<file path="src/rtl/i2cfe_pkg.sv">
package i2cfe_pkg;
  localparam logic [5:0] OFS_CMD    = 6'h01;
  localparam logic [5:0] OFS_TGT_HI = 6'h03;
  localparam logic [5:0] OFS_TGT_LO = 6'h04;
  localparam logic [5:0] OFS_DIV_FS = 6'h05;
  localparam logic [5:0] OFS_DIV_HS = 6'h06;
  localparam logic [5:0] OFS_TXCFG  = 6'h07;
  localparam logic [5:0] OFS_RXCFG  = 6'h08;
  localparam logic [5:0] OFS_DATA   = 6'h09;
  localparam logic [5:0] OFS_STAT   = 6'h0A;

  localparam int CMD_MASTER = 0;
  localparam int CMD_TEN    = 1;
  localparam int CMD_IRQEN  = 3;
  localparam int CMD_READ   = 4;
  localparam int CMD_COMB   = 5;
  localparam int CMD_GO     = 6;
  localparam logic [6:0] CMD_KEEP = 7'b1111011;
  localparam int PULSE_BIT  = 7;

  typedef struct packed {
    logic txPush;
    logic rxPop;
    logic txFlush;
    logic rxFlush;
  } fifoStrobes_t;
endpackage

</file>
<file path="src/rtl/i2cfe_fifo.sv">
module i2cfe_fifo #(
  parameter int WIDTH = 8,
  parameter int DEPTH = 16
) (
  input  logic             clk,
  input  logic             rstN,
  input  logic             push,
  input  logic             pop,
  input  logic             flush,
  input  logic [WIDTH-1:0] inData,
  output logic [WIDTH-1:0] headData,
  output logic             empty
);
  localparam int PTR_W = (DEPTH > 1) ? $clog2(DEPTH) : 1;
  localparam logic [PTR_W:0]   FULL_CNT = (PTR_W + 1)'(DEPTH);
  localparam logic [PTR_W-1:0] LAST_PTR = PTR_W'(DEPTH - 1);

  logic [WIDTH-1:0] mem [DEPTH];
  logic [PTR_W-1:0] wrPtr, rdPtr;
  logic [PTR_W:0]   count;
  logic             doPush, doPop;

  assign empty    = (count == '0);
  assign doPush   = push && (count != FULL_CNT);
  assign doPop    = pop && !empty;
  assign headData = empty ? '0 : mem[rdPtr];

  always_ff @(posedge clk) begin
    if (doPush && !flush) mem[wrPtr] <= inData;
  end

  always_ff @(posedge clk or negedge rstN) begin
    if (!rstN) begin
      wrPtr <= '0;
      rdPtr <= '0;
      count <= '0;
    end else if (flush) begin
      wrPtr <= '0;
      rdPtr <= '0;
      count <= '0;
    end else begin
      if (doPush) wrPtr <= (wrPtr == LAST_PTR) ? '0 : wrPtr + 1'b1;
      if (doPop)  rdPtr <= (rdPtr == LAST_PTR) ? '0 : rdPtr + 1'b1;
      case ({doPush, doPop})
        2'b10:   count <= count + 1'b1;
        2'b01:   count <= count - 1'b1;
        default: count <= count;
      endcase
    end
  end


  no_overflow_chk: assert property (@(posedge clk) disable iff (!rstN)
    count <= FULL_CNT);

  empty_pop_chk: assert property (@(posedge clk) disable iff (!rstN)
    (pop && empty && !push && !flush) |=> empty);

  flush_empties_chk: assert property (@(posedge clk) disable iff (!rstN)
    flush |=> empty);
endmodule

</file>
<file path="src/rtl/i2cfe_datapath.sv">
module i2cfe_datapath import i2cfe_pkg::*; #(
  parameter int FIFO_DEPTH = 16
) (
  input  logic         clk,
  input  logic         rstN,
  input  fifoStrobes_t strobes,
  input  logic [7:0]   busByte,
  input  logic         seqTxPop,
  input  logic         seqRxPush,
  input  logic [7:0]   rxByte,
  output logic [7:0]   txByte,
  output logic         txEmpty,
  output logic [7:0]   rxHead
);
  logic rxEmpty;
  logic unusedRxEmpty;
  assign unusedRxEmpty = rxEmpty;

  i2cfe_fifo #(.WIDTH(8), .DEPTH(FIFO_DEPTH)) txFifo_i (
    .clk(clk), .rstN(rstN),
    .push(strobes.txPush), .pop(seqTxPop), .flush(strobes.txFlush),
    .inData(busByte), .headData(txByte), .empty(txEmpty)
  );

  i2cfe_fifo #(.WIDTH(8), .DEPTH(FIFO_DEPTH)) rxFifo_i (
    .clk(clk), .rstN(rstN),
    .push(seqRxPush), .pop(strobes.rxPop), .flush(strobes.rxFlush),
    .inData(rxByte), .headData(rxHead), .empty(rxEmpty)
  );
endmodule

</file>
<file path="src/rtl/i2cfe_ctrl.sv">
module i2cfe_ctrl import i2cfe_pkg::*; #(
  parameter int DIV_W = 16,
  parameter int LEN_W = 4
) (
  input  logic             clk,
  input  logic             rstN,
  input  logic             busSel,
  input  logic             busWrite,
  input  logic [7:0]       busAddr,
  input  logic [31:0]      busWdata,
  output logic [31:0]      busRdata,
  input  logic             seqAccept,
  input  logic             evtDone,
  input  logic             evtAddrNack,
  input  logic             evtDataNack,
  input  logic [7:0]       rxHead,
  output fifoStrobes_t     strobes,
  output logic [6:0]       cmdBits,
  output logic [9:0]       target,
  output logic [DIV_W-1:0] fastDiv,
  output logic [DIV_W-1:0] highDiv,
  output logic [LEN_W-1:0] readLenM1,
  output logic             irq
);
  logic [5:0] wordIdx;
  logic       wrEn, rdEn, statClear;
  logic [6:0] cmdReg;
  logic [6:0] tgtLo;
  logic [2:0] tgtHi;
  logic [2:0] statusReg, newEvents;
  logic       unusedBus;

  assign wordIdx   = busAddr[7:2];
  assign wrEn      = busSel && busWrite;
  assign rdEn      = busSel && !busWrite;
  assign statClear = wrEn && (wordIdx == OFS_STAT) && busWdata[PULSE_BIT];
  assign newEvents = {evtDataNack, evtAddrNack, evtDone};
  assign unusedBus = ^{busAddr[1:0], busWdata};

  assign strobes.txPush  = wrEn && (wordIdx == OFS_DATA);
  assign strobes.rxPop   = rdEn && (wordIdx == OFS_DATA);
  assign strobes.txFlush = wrEn && (wordIdx == OFS_TXCFG) && busWdata[PULSE_BIT];
  assign strobes.rxFlush = wrEn && (wordIdx == OFS_RXCFG) && busWdata[PULSE_BIT];

  always_ff @(posedge clk or negedge rstN) begin
    if (!rstN) begin
      cmdReg    <= '0;
      tgtLo     <= '0;
      tgtHi     <= '0;
      fastDiv   <= '0;
      highDiv   <= '0;
      readLenM1 <= '0;
      statusReg <= '0;
    end else begin
      if (wrEn && wordIdx == OFS_CMD)
        cmdReg <= busWdata[6:0] & CMD_KEEP;
      else if (seqAccept && cmdReg[CMD_GO])
        cmdReg[CMD_GO] <= 1'b0;
      if (wrEn && wordIdx == OFS_TGT_LO) tgtLo     <= busWdata[6:0];
      if (wrEn && wordIdx == OFS_TGT_HI) tgtHi     <= busWdata[2:0];
      if (wrEn && wordIdx == OFS_DIV_FS) fastDiv   <= busWdata[DIV_W-1:0];
      if (wrEn && wordIdx == OFS_DIV_HS) highDiv   <= busWdata[DIV_W-1:0];
      if (wrEn && wordIdx == OFS_RXCFG)  readLenM1 <= busWdata[LEN_W-1:0];
      statusReg <= (statClear ? 3'b000 : statusReg) | newEvents;
    end
  end

  assign cmdBits = cmdReg;
  assign target  = {tgtHi, tgtLo};
  assign irq     = cmdReg[CMD_IRQEN] && (statusReg != 3'b000);

  always_comb begin
    case (wordIdx)
      OFS_CMD:    busRdata = 32'(cmdReg);
      OFS_TGT_HI: busRdata = 32'(tgtHi);
      OFS_TGT_LO: busRdata = 32'(tgtLo);
      OFS_DIV_FS: busRdata = 32'(fastDiv);
      OFS_DIV_HS: busRdata = 32'(highDiv);
      OFS_RXCFG:  busRdata = 32'(readLenM1);
      OFS_DATA:   busRdata = 32'(rxHead);
      OFS_STAT:   busRdata = 32'(statusReg);
      default:    busRdata = 32'h0;
    endcase
  end


  start_clear_chk: assert property (@(posedge clk) disable iff (!rstN)
    (cmdReg[CMD_GO] && seqAccept && !(wrEn && wordIdx == OFS_CMD)) |=> !cmdReg[CMD_GO]);

  start_hold_chk: assert property (@(posedge clk) disable iff (!rstN)
    (cmdReg[CMD_GO] && !seqAccept && !(wrEn && wordIdx == OFS_CMD)) |=> cmdReg[CMD_GO]);

  sticky_flag_chk: assert property (@(posedge clk) disable iff (!rstN)
    (statusReg[1] && !statClear) |=> statusReg[1]);

  event_wins_chk: assert property (@(posedge clk) disable iff (!rstN)
    evtDataNack |=> statusReg[2]);

  irq_source_chk: assert property (@(posedge clk) disable iff (!rstN)
    $rose(irq) |-> ($past(newEvents) != 3'b000 || $past(wrEn && wordIdx == OFS_CMD)));
endmodule

</file>
<file path="src/rtl/i2c_reg_front.sv">
module i2c_reg_front import i2cfe_pkg::*; #(
  parameter int DIV_W      = 16,
  parameter int FIFO_DEPTH = 16,
  localparam int LEN_W     = (FIFO_DEPTH > 1) ? $clog2(FIFO_DEPTH) : 1
) (
  input  logic             clk,
  input  logic             rstN,
  input  logic             busSel,
  input  logic             busWrite,
  input  logic [7:0]       busAddr,
  input  logic [31:0]      busWdata,
  output logic [31:0]      busRdata,
  output logic             seqStart,
  input  logic             seqAccept,
  output logic             seqMasterEn,
  output logic             seqTenBit,
  output logic             seqRead,
  output logic             seqCombined,
  output logic [9:0]       seqTarget,
  output logic [DIV_W-1:0] fastDiv,
  output logic [DIV_W-1:0] highDiv,
  output logic [LEN_W-1:0] readLenM1,
  output logic [7:0]       txByte,
  output logic             txEmpty,
  input  logic             seqTxPop,
  input  logic [7:0]       rxByte,
  input  logic             seqRxPush,
  input  logic             evtDone,
  input  logic             evtAddrNack,
  input  logic             evtDataNack,
  output logic             irq
);
  fifoStrobes_t strobes;
  logic [6:0]   cmdBits;
  logic [7:0]   rxHead;

  i2cfe_ctrl #(.DIV_W(DIV_W), .LEN_W(LEN_W)) ctrl_i (
    .clk(clk), .rstN(rstN),
    .busSel(busSel), .busWrite(busWrite), .busAddr(busAddr),
    .busWdata(busWdata), .busRdata(busRdata),
    .seqAccept(seqAccept),
    .evtDone(evtDone), .evtAddrNack(evtAddrNack), .evtDataNack(evtDataNack),
    .rxHead(rxHead), .strobes(strobes), .cmdBits(cmdBits),
    .target(seqTarget), .fastDiv(fastDiv), .highDiv(highDiv),
    .readLenM1(readLenM1), .irq(irq)
  );

  i2cfe_datapath #(.FIFO_DEPTH(FIFO_DEPTH)) data_i (
    .clk(clk), .rstN(rstN), .strobes(strobes),
    .busByte(busWdata[7:0]),
    .seqTxPop(seqTxPop), .seqRxPush(seqRxPush), .rxByte(rxByte),
    .txByte(txByte), .txEmpty(txEmpty), .rxHead(rxHead)
  );

  assign seqStart    = cmdBits[CMD_GO];
  assign seqMasterEn = cmdBits[CMD_MASTER];
  assign seqTenBit   = cmdBits[CMD_TEN];
  assign seqRead     = cmdBits[CMD_READ];
  assign seqCombined = cmdBits[CMD_COMB];
endmodule

</file>
<file path="config.mk">
export PLATFORM = sky130hd
export DESIGN_NAME = i2c_reg_front
export DESIGN_NICKNAME = d
export VERILOG_FILES = /design/src/rtl/i2cfe_pkg.sv /design/src/rtl/i2cfe_fifo.sv /design/src/rtl/i2cfe_datapath.sv /design/src/rtl/i2cfe_ctrl.sv /design/src/rtl/i2c_reg_front.sv
export SDC_FILE = /design/constraint.sdc
export NUM_CORES = 1
export LEC_CHECK = 0
export ABC_AREA = 1
export ABC_CLOCK_PERIOD_IN_PS = 2300
export BUFFER_PORTS_ARGS = -buffer_cell sky130_fd_sc_hd__buf_2
export CORE_ASPECT_RATIO = 1.4
export CORE_MARGIN = 2
export CORE_UTILIZATION = 25
export CTS_BUF_LIST = sky130_fd_sc_hd__clkbuf_16
export DETAILED_ROUTE_END_ITERATION = 8
export PLACE_DENSITY = 0.44
export REMOVE_ABC_BUFFERS = 1
export SLEW_MARGIN = 20
export SYNTH_ARGS = -nofsm -noshare
export SYNTH_HDL_FRONTEND = slang
export SYNTH_SLANG_ARGS = --single-unit
</file>
<file path="constraint.sdc">
create_clock -name clk -period 2.3 [get_ports clk]
set_clock_uncertainty 0.15 [all_clocks]
set_input_delay 0.23 -clock clk [delete_from_list [all_inputs] [get_ports clk]]
set_output_delay 0.23 -clock clk [all_outputs]
set_load 0.1 [all_outputs]
</file>
# Yosys cells after proc, flatten, opt, wreduce, memory -nomap -nowiden

Memories as Yosys holds them, arrays and structs flattened.
Cells that the tools add are included.

Input bits: 58
Memories: 2
Memory bits (writable): 256
Output and inout port bits: 93
Flip-flop bits (word level): 81
Logic and storage cells: 108

Mux-type cells: 26
Reduce and logical (&&, ||, !) cells: 38
Bitwise gates (word level): 1
Equality and inequality tests: 19
$add $sub $neg: 8

Memory list:

| memory              | depth | width | rd ports | clocked after memory_dff | wr ports | line             | text |
|---|---|---|---|---|---|---|---|
| data_i.rxFifo_i.mem | 16    | 8     | 1        | 0                        | 1        | i2cfe_fifo.sv:18 | `logic [WIDTH-1:0] mem [DEPTH];` |
| data_i.txFifo_i.mem | 16    | 8     | 1        | 0                        | 1        | i2cfe_fifo.sv:18 |  |

Operator list:

| operator                                                              | number |
|---|---|
| 16-bit one-hot mux with 8 select lines                                | 1 |
| 4-bit 2-to-1 mux                                                      | 12 |
| 6-bit by 3-bit equality test with 1-bit output, second input constant | 4 |
| 1-bit logical AND                                                     | 23 |
| 5-bit one-hot mux with 2 select lines                                 | 2 |
| 6-bit by 4-bit equality test with 1-bit output, second input constant | 3 |
| 4-bit by 1-bit adder with 4-bit output, second input constant         | 4 |
| 4-bit equality test, second input constant                            | 4 |
| 8-bit 2-to-1 mux                                                      | 2 |
| 5-bit by 1-bit adder with 5-bit output, second input constant         | 2 |
| 5-bit logical NOT                                                     | 2 |
| 5-bit 2-to-1 mux                                                      | 2 |
| 5-bit != test, second input constant                                  | 2 |
| 2-bit nonzero test                                                    | 5 |
| 5-bit by 1-bit subtractor with 5-bit output, second input constant    | 2 |
| 3-bit nonzero test                                                    | 3 |
| 6-bit by 1-bit equality test with 1-bit output, second input constant | 1 |
| 6-bit by 2-bit equality test with 1-bit output, second input constant | 1 |
| 1-bit 2-to-1 mux                                                      | 6 |
| 1-bit logical NOT                                                     | 5 |
| 2-bit by 1-bit equality test with 1-bit output, second input constant | 2 |
| 2-bit equality test, second input constant                            | 2 |
| 3-bit 2-to-1 mux                                                      | 1 |
| 3-bit bitwise OR                                                      | 1 |

# Depth between registers and ports, before layout

Depth in word-level cells: 7
Gate-level depth with buffers: 17
Mapped depth without buffers: 17

# Hierarchy

A second synthesis with hierarchy kept.

Cells, all modules: 1350
Area, all modules: 15029.4 um2

By module, submodules not included:

| module                       | area an instance (um2) | sequential area each (um2) | instances | cells an instance |
|---|---|---|---|---|
| i2cfe_fifo (data_i.rxFifo_i) | 5992.0                 | 4169.0                     | 1         | 485 |
| i2cfe_fifo (data_i.txFifo_i) | 5985.7                 | 4169.0                     | 1         | 486 |
| i2cfe_ctrl                   | 3051.7                 | 1376.3                     | 1         | 379 |

# Least setup slack after synthesis

No wires, ideal clock.

Kind: reg2out
From: reg data_i.txFifo_i.count[2]
To: out txByte[0]
Data arrival time: 3841 ps
Stages on the path, launching flop included: 5
Setup slack: -1921 ps
Data required time: 1920 ps
Buffers on the path: 0
Cell sequence: dfrtp_1 -> nor2_1 -> nand3_1 -> clkinv_1 -> a211oi_1

Longest elaborated chain between the ends: 2

Ends and longest elaborated chain:

| element                | line                | text |
|---|---|---|
| start, declared        | i2cfe_fifo.sv:20    | `logic [PTR_W:0] count;` |
| start signal, assigned | i2cfe_fifo.sv:45    | `2'b10: count <= count + 1'b1;` |
| start signal, assigned | i2cfe_fifo.sv:46    | `2'b01: count <= count - 1'b1;` |
| start signal, assigned | i2cfe_fifo.sv:47    | `default: count <= count;` |
| 5-bit logical NOT      | i2cfe_fifo.sv:23    | `assign empty = (count == '0);` |
| named net txEmpty      | i2c_reg_front.sv:24 | `output logic txEmpty,` |
| 8-bit 2-to-1 mux       | i2cfe_fifo.sv:26    | `assign headData = empty ? '0 : mem[rdPtr];` |
| end, declared          | i2c_reg_front.sv:23 | `output logic [7:0] txByte,` |

The timed path passes the listed nets, and every way through them passes these cells.

# Final worst setup path

From: reg data_i.rxFifo_i.rdPtr[0]
To: out busRdata[1]

Longest elaborated chain between the ends: 3

Ends and longest elaborated chain:

| element                                | line                | text |
|---|---|---|
| start, declared                        | i2cfe_fifo.sv:19    | `logic [PTR_W-1:0] wrPtr, rdPtr;` |
| start signal, assigned                 | i2cfe_fifo.sv:43    | `if (doPop) rdPtr <= (rdPtr == LAST_PTR) ? '0 : rdPtr + 1'b1;` |
| memory read 16 x 8 bit                 | --                  |  |
| 8-bit 2-to-1 mux                       | i2cfe_fifo.sv:26    |  |
| 16-bit one-hot mux with 8 select lines | i2cfe_ctrl.sv:73    | `case (wordIdx)` |
| end, declared                          | i2c_reg_front.sv:12 | `output logic [31:0] busRdata,` |

No other way between the ends.

==> run summary <==
RSZ-0062 raised after global routing -> true
Failing checks -> negative setup slack
Synth Flop Type -> edfxtp_1
Fmax -> 345 MHz
Biggest area consumer among synthesized cells -> edfxtp_1
Internal reg-to-reg setup slack -> 40 ps
Worst IR Drop VDD -> 0.00116 V
Worst r2r dst -> data_i.rxFifo_i.mem[13][1]
CTS root buf -> clkbuf_16
Yosys warning total -> 0
Initial DRC Count -> 655
Worst setup margin -> -602 ps
Synthesized instance count -> 1,279
Initial Util -> 0.253
Status -> complete, but fails checks
Pwr Density -> 1130 nW/µm²
Avg WL per Cell -> 19.6 µm
Final worst path period share -> 1.26
Global-route wire length before repair -> 67,400 µm
Port Buffers -> 116
DIE HEIGHT -> 289 µm
Crit path max fanout -> 10
# DRC -> 0
Crit Path Category -> reg -> out
Final setup fails -> 16
Die area -> 60,100 µm²
Worst setup EP type -> output port
Final hold vios -> 0
LEAKAGE -> 7.72 nW
Reg2Reg Depth -> 8
Slew Viols, Final -> 0
Async set-reset flop share out of synthesis -> 0.240
Layout cells sized above 1 -> 0.303
Mean post-synth cell area -> 11.4 µm²
Post-Syn Area -> 14,500 µm²
Post-synthesis sequential area ratio -> 0.668
All-Layer GR Usage -> 0.148
I/O pin cnt -> 151
Largest net degree at the start of global routing -> 54
Final RePlAce weighted congestion -> 0.833
Worst skew pair latency -> 550 ps
Clk pin slew, worst setup/hold paths -> 60 ps
Final Critical Period -> 2900 ps
Area Growth Syn to Fin -> 35.7%
WP data required -> 1920 ps
Vias in the first global route -> 10,800
Worst hold path type -> in -> async
CTS Buf Count -> 38
Number of fill cells -> 5,747
Initial antenna violation count -> 2
Routed wire length -> 45,600 µm
End-of-flow core utilization -> 0.343
Number of max-cap violations -> 0
Row cnt -> 104
Largest cells by area after synthesis -> edfxtp_1 (53%), dfrtp_1 (14%), nand2_1 (5.7%), nor2_1 (4.2%), o21ai_0 (4.0%)
Via count -> 10,600
ANT nets after route -> 0
CTS tree -> yes
Post-synth cell types -> 50
Core area -> 57,500 µm²
Hold Slack -> 22.4 ps
Clock Path Buffers -> 3
Share of the synthesized area in the top cell type -> 0.529
Post-synth EDFFs -> 256
TritonRoute pass-1 iters -> 6
Arr. time, crit path -> 2520 ps
Critical R2R Launch -> data_i.rxFifo_i.count[1]
Total number of H-tree levels -> 2
N_diodes -> 0
Worst Max-Slew Pin Slew -> 590 ps
CTS sink cnt -> 337
#FFs+latches synth -> 337
Startpoint Class -> register
Die X -> 208 µm
Avg Vias per Cell -> 4.58
Final #Nets -> 1,623
Max_slew headroom -> 0.605
Post-DP HPWL -> 31,400 µm
Total global routing overflow -> 0
==> layout make-up <==
| class | count | area, µm² | share of cell area |
|---|---|---|---|
| Timing Repair Buffer | 284 | 2750 | 0.139 |
| Tap cell | 742 | 928 | 0.0471 |
| Clock inverter | 30 | 203 | 0.0103 |
| Sequential cell | 337 | 9720 | 0.493 |
| Multi-Input combinational cell | 807 | 4830 | 0.245 |
| Clock buffer | 38 | 951 | 0.0482 |
| Inverter | 83 | 349 | 0.0177 |
==> critical path: stages (launching register included) <==
cell	delay (ps)
dfrtp_2	460
buf_12	170
buf_6	140
o21ai_1	180
o32ai_2	120
nand2_1	90
nand3_2	110
nand2_2	80
nand4_1	310
buf_12	300
==> per-stage QoR <==
| step | total power, mW | setup WS, ps | instance area, µm² | cells | setup TNS, ps |
|---|---|---|---|---|---|
| 4_1_cts | 21.5 | -611 | 19000 | 2300 | -7940 |
| 2_1_floorplan | 11.4 | -2580 | 14200 | 1227 | -34000 |
| 6_report | 22.3 | -602 | 19700 | 2321 | -6550 |
| 5_1_grt | 23.3 | -663 | 19700 | 2321 | -9050 |
| 3_5_place_dp | 14.9 | -295 | 17100 | 2192 | -19210 |
| 3_3_place_gp | 14.9 | -260 | 17100 | 2192 | -18230 |
==> registers in the layout, summed over array words and instances, names as in the netlist, 5 cells and up <==
signal	flops
data_i.rxFifo_i.count	5
ctrl_i.fastDiv	16
ctrl_i.cmdBits	6
data_i.txFifo_i.count	5
data_i.rxFifo_i.mem	128
ctrl_i.highDiv	16
data_i.txFifo_i.mem	128
ctrl_i.tgtLo	7
==> cells by family (layout without fill, tap and decap cells) <==
| kind of cell | Yosys count | count (layout) | synth area share |
|---|---|---|---|
| other cells | 1 | 16 | 0.000258 |
| buf+inv | 150 | 435 | 0.0460 |
| xor+xnor | 5 | 5 | 0.00301 |
| mux | 20 | 20 | 0.0138 |
| flops | 337 | 337 | 0.668 |
| simple gates | 478 | 478 | 0.142 |
| fa+ha+maj | 14 | 14 | 0.0120 |
| compound gates | 274 | 274 | 0.115 |
==> routing by layer <==
layer  vias up  track usage  share of wire
met1      5212        0.166           0.38
met3       101       0.0283          0.049
met2       258        0.273           0.53
met4         0       0.0649          0.042
met5         -            0              0
li1       5062            -              -
==> repair_timing <==
action / in CTS / in global routing
hold endpoints to repair: 329 / 0
resized for setup: 98 / 110
pin swaps: 30 / 48
setup buffers: 9 / 16
hold buffers: 28 / 0
gates cloned: 5 / 6
setup endpoints to repair: 111 / 81
==> worst max-delay path by stage <==
stage                             start                   endpoint  slack, ps  cells past startpoint
3_5_place_dp                busWdata[7]  data_i.rxFifo_i.mem[4][2]       -300                      8
6_report       data_i.rxFifo_i.rdPtr[0]                busRdata[1]       -600                      9
5_1_grt        data_i.rxFifo_i.rdPtr[0]                busRdata[1]       -660                      9
3_3_place_gp                busWdata[7]  data_i.rxFifo_i.mem[6][5]       -260                      8
4_1_cts        data_i.rxFifo_i.rdPtr[0]                busRdata[0]       -610                     10
2_1_floorplan  data_i.txFifo_i.rdPtr[0]                  txByte[0]      -2580                      5
==> synthesized netlist by cell type, types with 4 or more instances <==
library cell,count
a22o_1,10
a21oi_1,39
mux2i_1,20
nor2_2,6
dfrtp_1,81
nand2_2,8
inv_1,62
nand2_1,222
ha_1,14
a22oi_1,12
a221oi_1,10
o22ai_1,10
o32ai_1,16
o21ai_1,19
xor2_1,4
clkinv_1,5
inv_2,15
nor2_1,164
buf_2,14
o221ai_1,12
buf_4,21
o211ai_1,13
edfxtp_1,256
nand4_1,5
clkbuf_1,28
o21bai_1,4
nor2_4,4
a211oi_1,9
o21ai_0,115
nand3_1,47
nor3_1,8
==> cell usage in the layout (no fill, tap or decap), drive strengths merged <==
cell / instances
mux2i: 20
a31oi: 2
o21bai: 4
a22o: 10
o2bb2ai: 1
edfxtp: 256
bufinv: 2
a211oi: 9
nor2: 175
nor3b: 1
o2111ai: 1
dlygate4sd3: 28
a22oi: 12
buf: 250
inv: 90
nand4: 6
nand3: 52
nand2: 231
a221oi: 10
clkinvlp: 1
o21ai: 134
ha: 14
o32ai: 16
xnor2: 1
o221ai: 12
xor2: 4
clkbuf: 44
o31ai: 1
nor3: 10
clkinv: 20
conb: 16
o22ai: 10
o211ai: 13
a21oi: 39
dfrtp: 81
nand3b: 3
==> power breakdown <==
part,switching (mW),internal [mW]
clock,2.47,3.24
sequential,0.337,7.00
combinational,5.70,3.58
No activity file was read; power rests on OpenSTA's default activity.
